### config.mk
export PLATFORM = sky130hd
export DESIGN_NAME = stream_port_ctrl
export DESIGN_NICKNAME = d
export VERILOG_FILES = /design/src/rtl/stream_port_pkg.sv /design/src/rtl/spc_decoder.sv /design/src/rtl/spc_port_select.sv /design/src/rtl/spc_result_reg.sv /design/src/rtl/stream_port_ctrl.sv
export SDC_FILE = /design/constraint.sdc
export NUM_CORES = 1
export LEC_CHECK = 0
export ABC_AREA = 0
export BUFFER_PORTS_ARGS = -buffer_cell sky130_fd_sc_hd__buf_2
export CORE_AREA = 3 3 169 171
export DETAILED_ROUTE_END_ITERATION = 6
export DIE_AREA = 0 0 172 174
export MAX_ROUTING_LAYER = met4
export PLACE_DENSITY = 0.5
export REMOVE_ABC_BUFFERS = 1
export SYNTH_ARGS = -nofsm -noshare
export SYNTH_HDL_FRONTEND = slang
export SYNTH_HIERARCHICAL = 1
export SYNTH_SLANG_ARGS = --single-unit
### constraint.sdc
create_clock -name clk -period 2.5 [get_ports clk]
set_clock_uncertainty 0.1 [all_clocks]
set_input_delay 0 -clock clk [delete_from_list [all_inputs] [get_ports clk]]
set_output_delay 0 -clock clk [all_outputs]
set_load 0.03 [all_outputs]
### src/rtl/stream_port_pkg.sv
package stream_port_pkg;

  localparam logic [5:0] ACC_OPCODE = 6'b011011;
  localparam int         PORT_BITS  = 3;

  // Decoded view of one streaming access
  typedef struct packed {
    logic                 hit;      // valid port access to a present port
    logic                 is_put;   // 1 = transmit, 0 = receive
    logic                 nonblk;   // 1 = never waits
    logic                 is_ctrl;  // 1 = control word
    logic [PORT_BITS-1:0] port;
  } acc_t;

  function automatic acc_t f_decode(input logic [31:0] ins, input logic vld, input int nport);
    acc_t d;
    d.is_put  = ins[15];
    d.nonblk  = ins[14];
    d.is_ctrl = ins[13];
    d.port    = ins[PORT_BITS-1:0];
    d.hit     = vld && (ins[31:26] == ACC_OPCODE) && (int'(ins[PORT_BITS-1:0]) < nport);
    return d;
  endfunction

  // Port side can serve the access this cycle
  function automatic logic f_ready(input logic is_put, input logic exists, input logic full);
    return is_put ? !full : exists;
  endfunction

  // Carry reports a failed non-blocking access
  function automatic logic f_carry(input logic is_put, input logic exists, input logic full);
    return is_put ? full : !exists;
  endfunction

  // Tag bit disagrees with the kind of read
  function automatic logic f_tag_err(input logic is_ctrl, input logic tag);
    return tag ^ is_ctrl;
  endfunction

endpackage

### src/rtl/spc_decoder.sv
module spc_decoder
  import stream_port_pkg::*;
#(
  parameter int NPORT = 8
) (
  input  logic [31:0] instr,
  input  logic        instr_valid,
  output acc_t        dec
);
  always_comb dec = f_decode(instr, instr_valid, NPORT);
endmodule

### src/rtl/spc_port_select.sv
module spc_port_select
  import stream_port_pkg::*;
#(
  parameter int NPORT = 8,
  parameter int W     = 32
) (
  input  logic [PORT_BITS-1:0] port,
  input  logic [NPORT*W-1:0]   rx_data,
  input  logic [NPORT-1:0]     rx_ctrl,
  input  logic [NPORT-1:0]     rx_exists,
  input  logic [NPORT-1:0]     tx_full,
  input  logic                 rd_go,
  input  logic                 wr_go,
  output logic [W-1:0]         sel_data,
  output logic                 sel_ctrl,
  output logic                 sel_exists,
  output logic                 sel_full,
  output logic [NPORT-1:0]     rx_pop,
  output logic [NPORT-1:0]     tx_push
);
  always_comb begin
    sel_data   = '0;
    sel_ctrl   = 1'b0;
    sel_exists = 1'b0;
    sel_full   = 1'b0;
    for (int p = 0; p < NPORT; p++) begin
      if (int'(port) == p) begin
        sel_data   = rx_data[p*W +: W];
        sel_ctrl   = rx_ctrl[p];
        sel_exists = rx_exists[p];
        sel_full   = tx_full[p];
      end
    end
  end

  for (genvar g = 0; g < NPORT; g++) begin : g_strobe
    logic addr_match;
    assign addr_match = (int'(port) == g);
    assign rx_pop[g]  = rd_go && addr_match;
    assign tx_push[g] = wr_go && addr_match;
  end
endmodule

### src/rtl/spc_result_reg.sv
module spc_result_reg #(
  parameter int W = 32
) (
  input  logic         clk,
  input  logic         rst_n,
  input  logic         rd_we_nx,
  input  logic [W-1:0] rd_data_nx,
  input  logic         carry_we_nx,
  input  logic         carry_val_nx,
  input  logic         serr_nx,
  output logic         rd_we,
  output logic [W-1:0] rd_data,
  output logic         carry_we,
  output logic         carry_val,
  output logic         serr_set
);
  always_ff @(posedge clk) begin
    if (!rst_n) begin
      rd_we     <= 1'b0;
      rd_data   <= '0;
      carry_we  <= 1'b0;
      carry_val <= 1'b0;
      serr_set  <= 1'b0;
    end else begin
      rd_we    <= rd_we_nx;
      carry_we <= carry_we_nx;
      serr_set <= serr_nx;
      if (rd_we_nx)    rd_data   <= rd_data_nx;
      if (carry_we_nx) carry_val <= carry_val_nx;
    end
  end
endmodule

### src/rtl/stream_port_ctrl.sv
module stream_port_ctrl
  import stream_port_pkg::*;
#(
  parameter int NPORT = 8,
  parameter int W     = 32
) (
  input  logic               clk,
  input  logic               rst_n,
  input  logic               instr_valid,
  input  logic [31:0]        instr,
  input  logic [W-1:0]       op_a,
  output logic               stall,
  output logic               rd_we,
  output logic [W-1:0]       rd_data,
  output logic               carry_we,
  output logic               carry_val,
  output logic               serr_set,
  input  logic [NPORT*W-1:0] rx_data,
  input  logic [NPORT-1:0]   rx_ctrl,
  input  logic [NPORT-1:0]   rx_exists,
  output logic [NPORT-1:0]   rx_pop,
  output logic [W-1:0]       tx_data,
  output logic               tx_ctrl,
  input  logic [NPORT-1:0]   tx_full,
  output logic [NPORT-1:0]   tx_push
);
  acc_t         dec;
  logic [W-1:0] sel_data;
  logic         sel_ctrl, sel_exists, sel_full;
  logic         port_ready;
  logic         rd_go, wr_go;
  logic         nb_access;

  spc_decoder #(.NPORT(NPORT)) u_dec (
    .instr       (instr),
    .instr_valid (instr_valid),
    .dec         (dec)
  );

  assign port_ready = f_ready(dec.is_put, sel_exists, sel_full);
  assign rd_go      = dec.hit && !dec.is_put && port_ready;
  assign wr_go      = dec.hit &&  dec.is_put && port_ready;
  assign nb_access  = dec.hit && dec.nonblk;
  assign stall      = dec.hit && !dec.nonblk && !port_ready;

  spc_port_select #(.NPORT(NPORT), .W(W)) u_sel (
    .port       (dec.port),
    .rx_data    (rx_data),
    .rx_ctrl    (rx_ctrl),
    .rx_exists  (rx_exists),
    .tx_full    (tx_full),
    .rd_go      (rd_go),
    .wr_go      (wr_go),
    .sel_data   (sel_data),
    .sel_ctrl   (sel_ctrl),
    .sel_exists (sel_exists),
    .sel_full   (sel_full),
    .rx_pop     (rx_pop),
    .tx_push    (tx_push)
  );

  assign tx_data = op_a;
  assign tx_ctrl = dec.is_ctrl;

  spc_result_reg #(.W(W)) u_res (
    .clk          (clk),
    .rst_n        (rst_n),
    .rd_we_nx     (rd_go),
    .rd_data_nx   (sel_data),
    .carry_we_nx  (nb_access),
    .carry_val_nx (f_carry(dec.is_put, sel_exists, sel_full)),
    .serr_nx      (rd_go && f_tag_err(dec.is_ctrl, sel_ctrl)),
    .rd_we        (rd_we),
    .rd_data      (rd_data),
    .carry_we     (carry_we),
    .carry_val    (carry_val),
    .serr_set     (serr_set)
  );
endmodule

==> metrics <==
Worst-path clk slew=0.06 ns; GRT Overall Usage=0.146; Slew HR=0.313; I/O Buffers=348; Max Cap Viol=0; crit path launch type=input pin; hold depth=3; Hold Path End=u_res/serr_set; post-synth top area cell=mux2i_1; Levels on crit path=11; Post-synth top flop=dfxtp_1; DR DRC count=0; Setup TNS=0 ns; vias in the first global route=5700; worst-path cell chain=buf_4 > nor2b_4 > a221oi_2 > a21oi_1 > o31a_1 > nand2_1 > nor2_4 > buf_12 > nand2_2 > nor3_1 > buf_4; Peak supply drop=0.000157 V; Post-Layout Inst Area=0.00676 sq mm; Worst R2R Path Depth=2; Lkg Pwr=3.10 nW; maximum clock insertion buffer count=2; Via density=4.50; post-DP HPWL=17600 um; Worst-Skew Late Latency=0.28 ns; leading post-synthesis cells by cell area=mux2i_1, dfxtp_1, buf_4; multi-input logic area=0.00323 sq mm; FMAX=414 MHz; DP Area=0.00625 sq mm; Routed WL=22900 um; FF-to-FF End=u_res/rd_data[17]; Cell Area, Synth=0.00452 sq mm; sequential fraction of the synthesis area=0.160; final setup margin=0.0872 ns; number of detailed-route iterations in the first pass=4; cell count after placement=1203; cell count after synthesis=596; largest net degree at the start of global routing=87; worst path buffer plus inverter count=3; Die Width=172 um; Yosys reg bits=36; TritonCTS clock tree=built; crit path DAT=2.31 ns; Final Hold Vio Count=0; I/O Pins=433; Tmin final=2.41 ns; fin crit share=0.965; non-filler cells, final=1243; Placement Setup Slack=-0.0436 ns; wire length per cell=18.4 um; die area=0.0299 sq mm; delay-heaviest family, CP=simple AND/OR/NAND/NOR gates; H-tree levels=2; Post-CTS Setup Repair Bufs=0; Synth top area share=0.228; Die H=174 um; num rows=60; Worst path slowest cell=nor2b_4; r2r startpoint=u_res/rd_data[17]; Crit Path Category=input pin to output port; CTS Buf Count=5; worst-margin pin slew=1.03 ns; Post-synth EDFFs=0; Initial Utilization=0.167; Setup crit end kind=output port; total power=0.00209 W; layout cells sized above 1=0.425; HP Class=input pin to register; root buffer cell=clkbuf_16; Placeable Area=0.0270 sq mm; final count of negative-setup-slack endpoints=0; Vias=5591; initial antenna violation count=2; Ys Warns=6; Iter 0 DRT Violations=185; first-pass GRT wire length=32900 um; remaining global-route overflow=0; Pwr Density=309 mW/mm^2; R2R Setup Slk=1.77 ns; Clock Sinks=36; Final Slew Violations=0; # fillers=3054; Critical Path RT=2.40 ns; RSZ-0062 raised after global routing=true; routability cong.=0.761; most used cell, CP=buf_4; CP max stage delay=0.79 ns; syn_area_per_cell=7.58 sq um; status=completed; antenna viol nets, final=0; HP Start=instr[15]; worst-path fanout max=31; register area=721 sq um; final net count=1248; layout overhead on the synthesized area=49.6%; asr flop ratio synth=0; Netlist cell types=29
cell families after synthesis:
family | count (synthesis) | share of synthesized area
xor gates and xnor gates | 1 | 0.00194
muxes | 103 | 0.228
buffers and inverters | 96 | 0.137
and+or+nand+nor | 185 | 0.206
DFF | 36 | 0.160
AOI/OAI and AO/OA | 175 | 0.267
cell usage after synthesis, types with 19 or more instances:
cell and count:
dfxtp_1 36, nor2b_1 37, a21oi_1 62, buf_4 46, a22oi_1 31, o31a_1 31, nor2_1 22, a221oi_1 31
buf_2 19, clkbuf_1 21, nand2_1 76, mux2i_1 103
layout by cell type, fill, tap and decap left out, types with 2 or more instances in the layout:
| cell type | Yosys | routed |
|---|---|---|
| nand2b_1 | 4 | 3 |
| o21ai_1 | 8 | 8 |
| nand2_1 | 76 | 75 |
| buf_4 | 46 | 18 |
| buf_6 | 2 | 4 |
| nor2_1 | 22 | 18 |
| o21ai_0 | 4 | 4 |
| dfxtp_1 | 36 | 36 |
| buf_2 | 19 | 337 |
| o211ai_1 | 8 | 8 |
| o31a_1 | 31 | 31 |
| or2_1 | 16 | 16 |
| a22oi_1 | 31 | 31 |
| clkbuf_16 | 0 | 5 |
| mux2i_1 | 103 | 103 |
| a221oi_1 | 31 | 30 |
| buf_12 | 3 | 3 |
| nor2_2 | 0 | 3 |
| dlygate4sd3_1 | 0 | 32 |
| and2_2 | 1 | 2 |
| and2_1 | 5 | 4 |
| a21oi_1 | 62 | 62 |
| nor2b_4 | 1 | 4 |
| nor2b_1 | 37 | 34 |
| or2_0 | 15 | 15 |
| nor3_1 | 5 | 5 |
state kept, by name (all words and copies together), names as in the netlist:
signal and count:
u_res/rd_data 32, u_res/carry_we 1, u_res/rd_we 1, u_res/serr_set 1, u_res/carry_val 1
metal layers:
layer | vias to the layer above | share of wire | GRT usage
met3 | 22 | 0.063 | 0.0252
li1 | 2735 | - | -
met2 | 236 | 0.48 | 0.239
met4 | 0 | 0.011 | 0.0309
met5 | - | 0 | -
met1 | 2598 | 0.44 | 0.187
worst min-delay path: stages:
cell and delay [ns]:
buf_2 0.15, nor3_1 0.07, and2_1 0.14
area by class of cell:
type | instances | share of cell area
multi-input combinational | 464 | 0.477
timing repair buffer | 394 | 0.333
sequential | 36 | 0.107
tap | 341 | 0.0631
clock buffer | 6 | 0.0191
clock inverter | 1 | 0.000741
antenna | 1 | 0.000370
power by group:
part           leakage, nW  internal (W)  switching [W]
Combinational         2.74      0.000423       0.000458
Clock               0.0667      0.000363       0.000266
Sequential           0.290      0.000575    0.000000495
Total                 3.10       0.00136       0.000724
metrics by stage:
| stage | hold slack, ns | util |
|---|---|---|
| floorplan | -0.100 | - |
| global placement | -0.0998 | 0.231 |
| detailed placement | -0.0998 | 0.231 |
| CTS | 0.00176 | 0.248 |
| global route | 0.0206 | 0.250 |
| finish | 0.0214 | 0.250 |
repair_timing:
action,CTS,global route
resized for setup,1,22
hold endpoints to repair,32,0
hold buffers,32,0
pin swaps,0,1
setup endpoints to repair,2,16
worst max path at each step:
stage / to / slack, ns / from
2_1_floorplan: rx_pop[4] / -2.36 / instr[2]
5_1_grt: rx_pop[3] / -0.09 / instr[1]
3_5_place_dp: u_res/rd_data[2] / -0.04 / instr[1]
4_1_cts: tx_push[0] / 0.009 / instr[2]
3_3_place_gp: rx_pop[0] / -0.006 / instr[1]
6_report: rx_pop[4] / 0.09 / instr[1]
(Power assumes the default switching activity.)
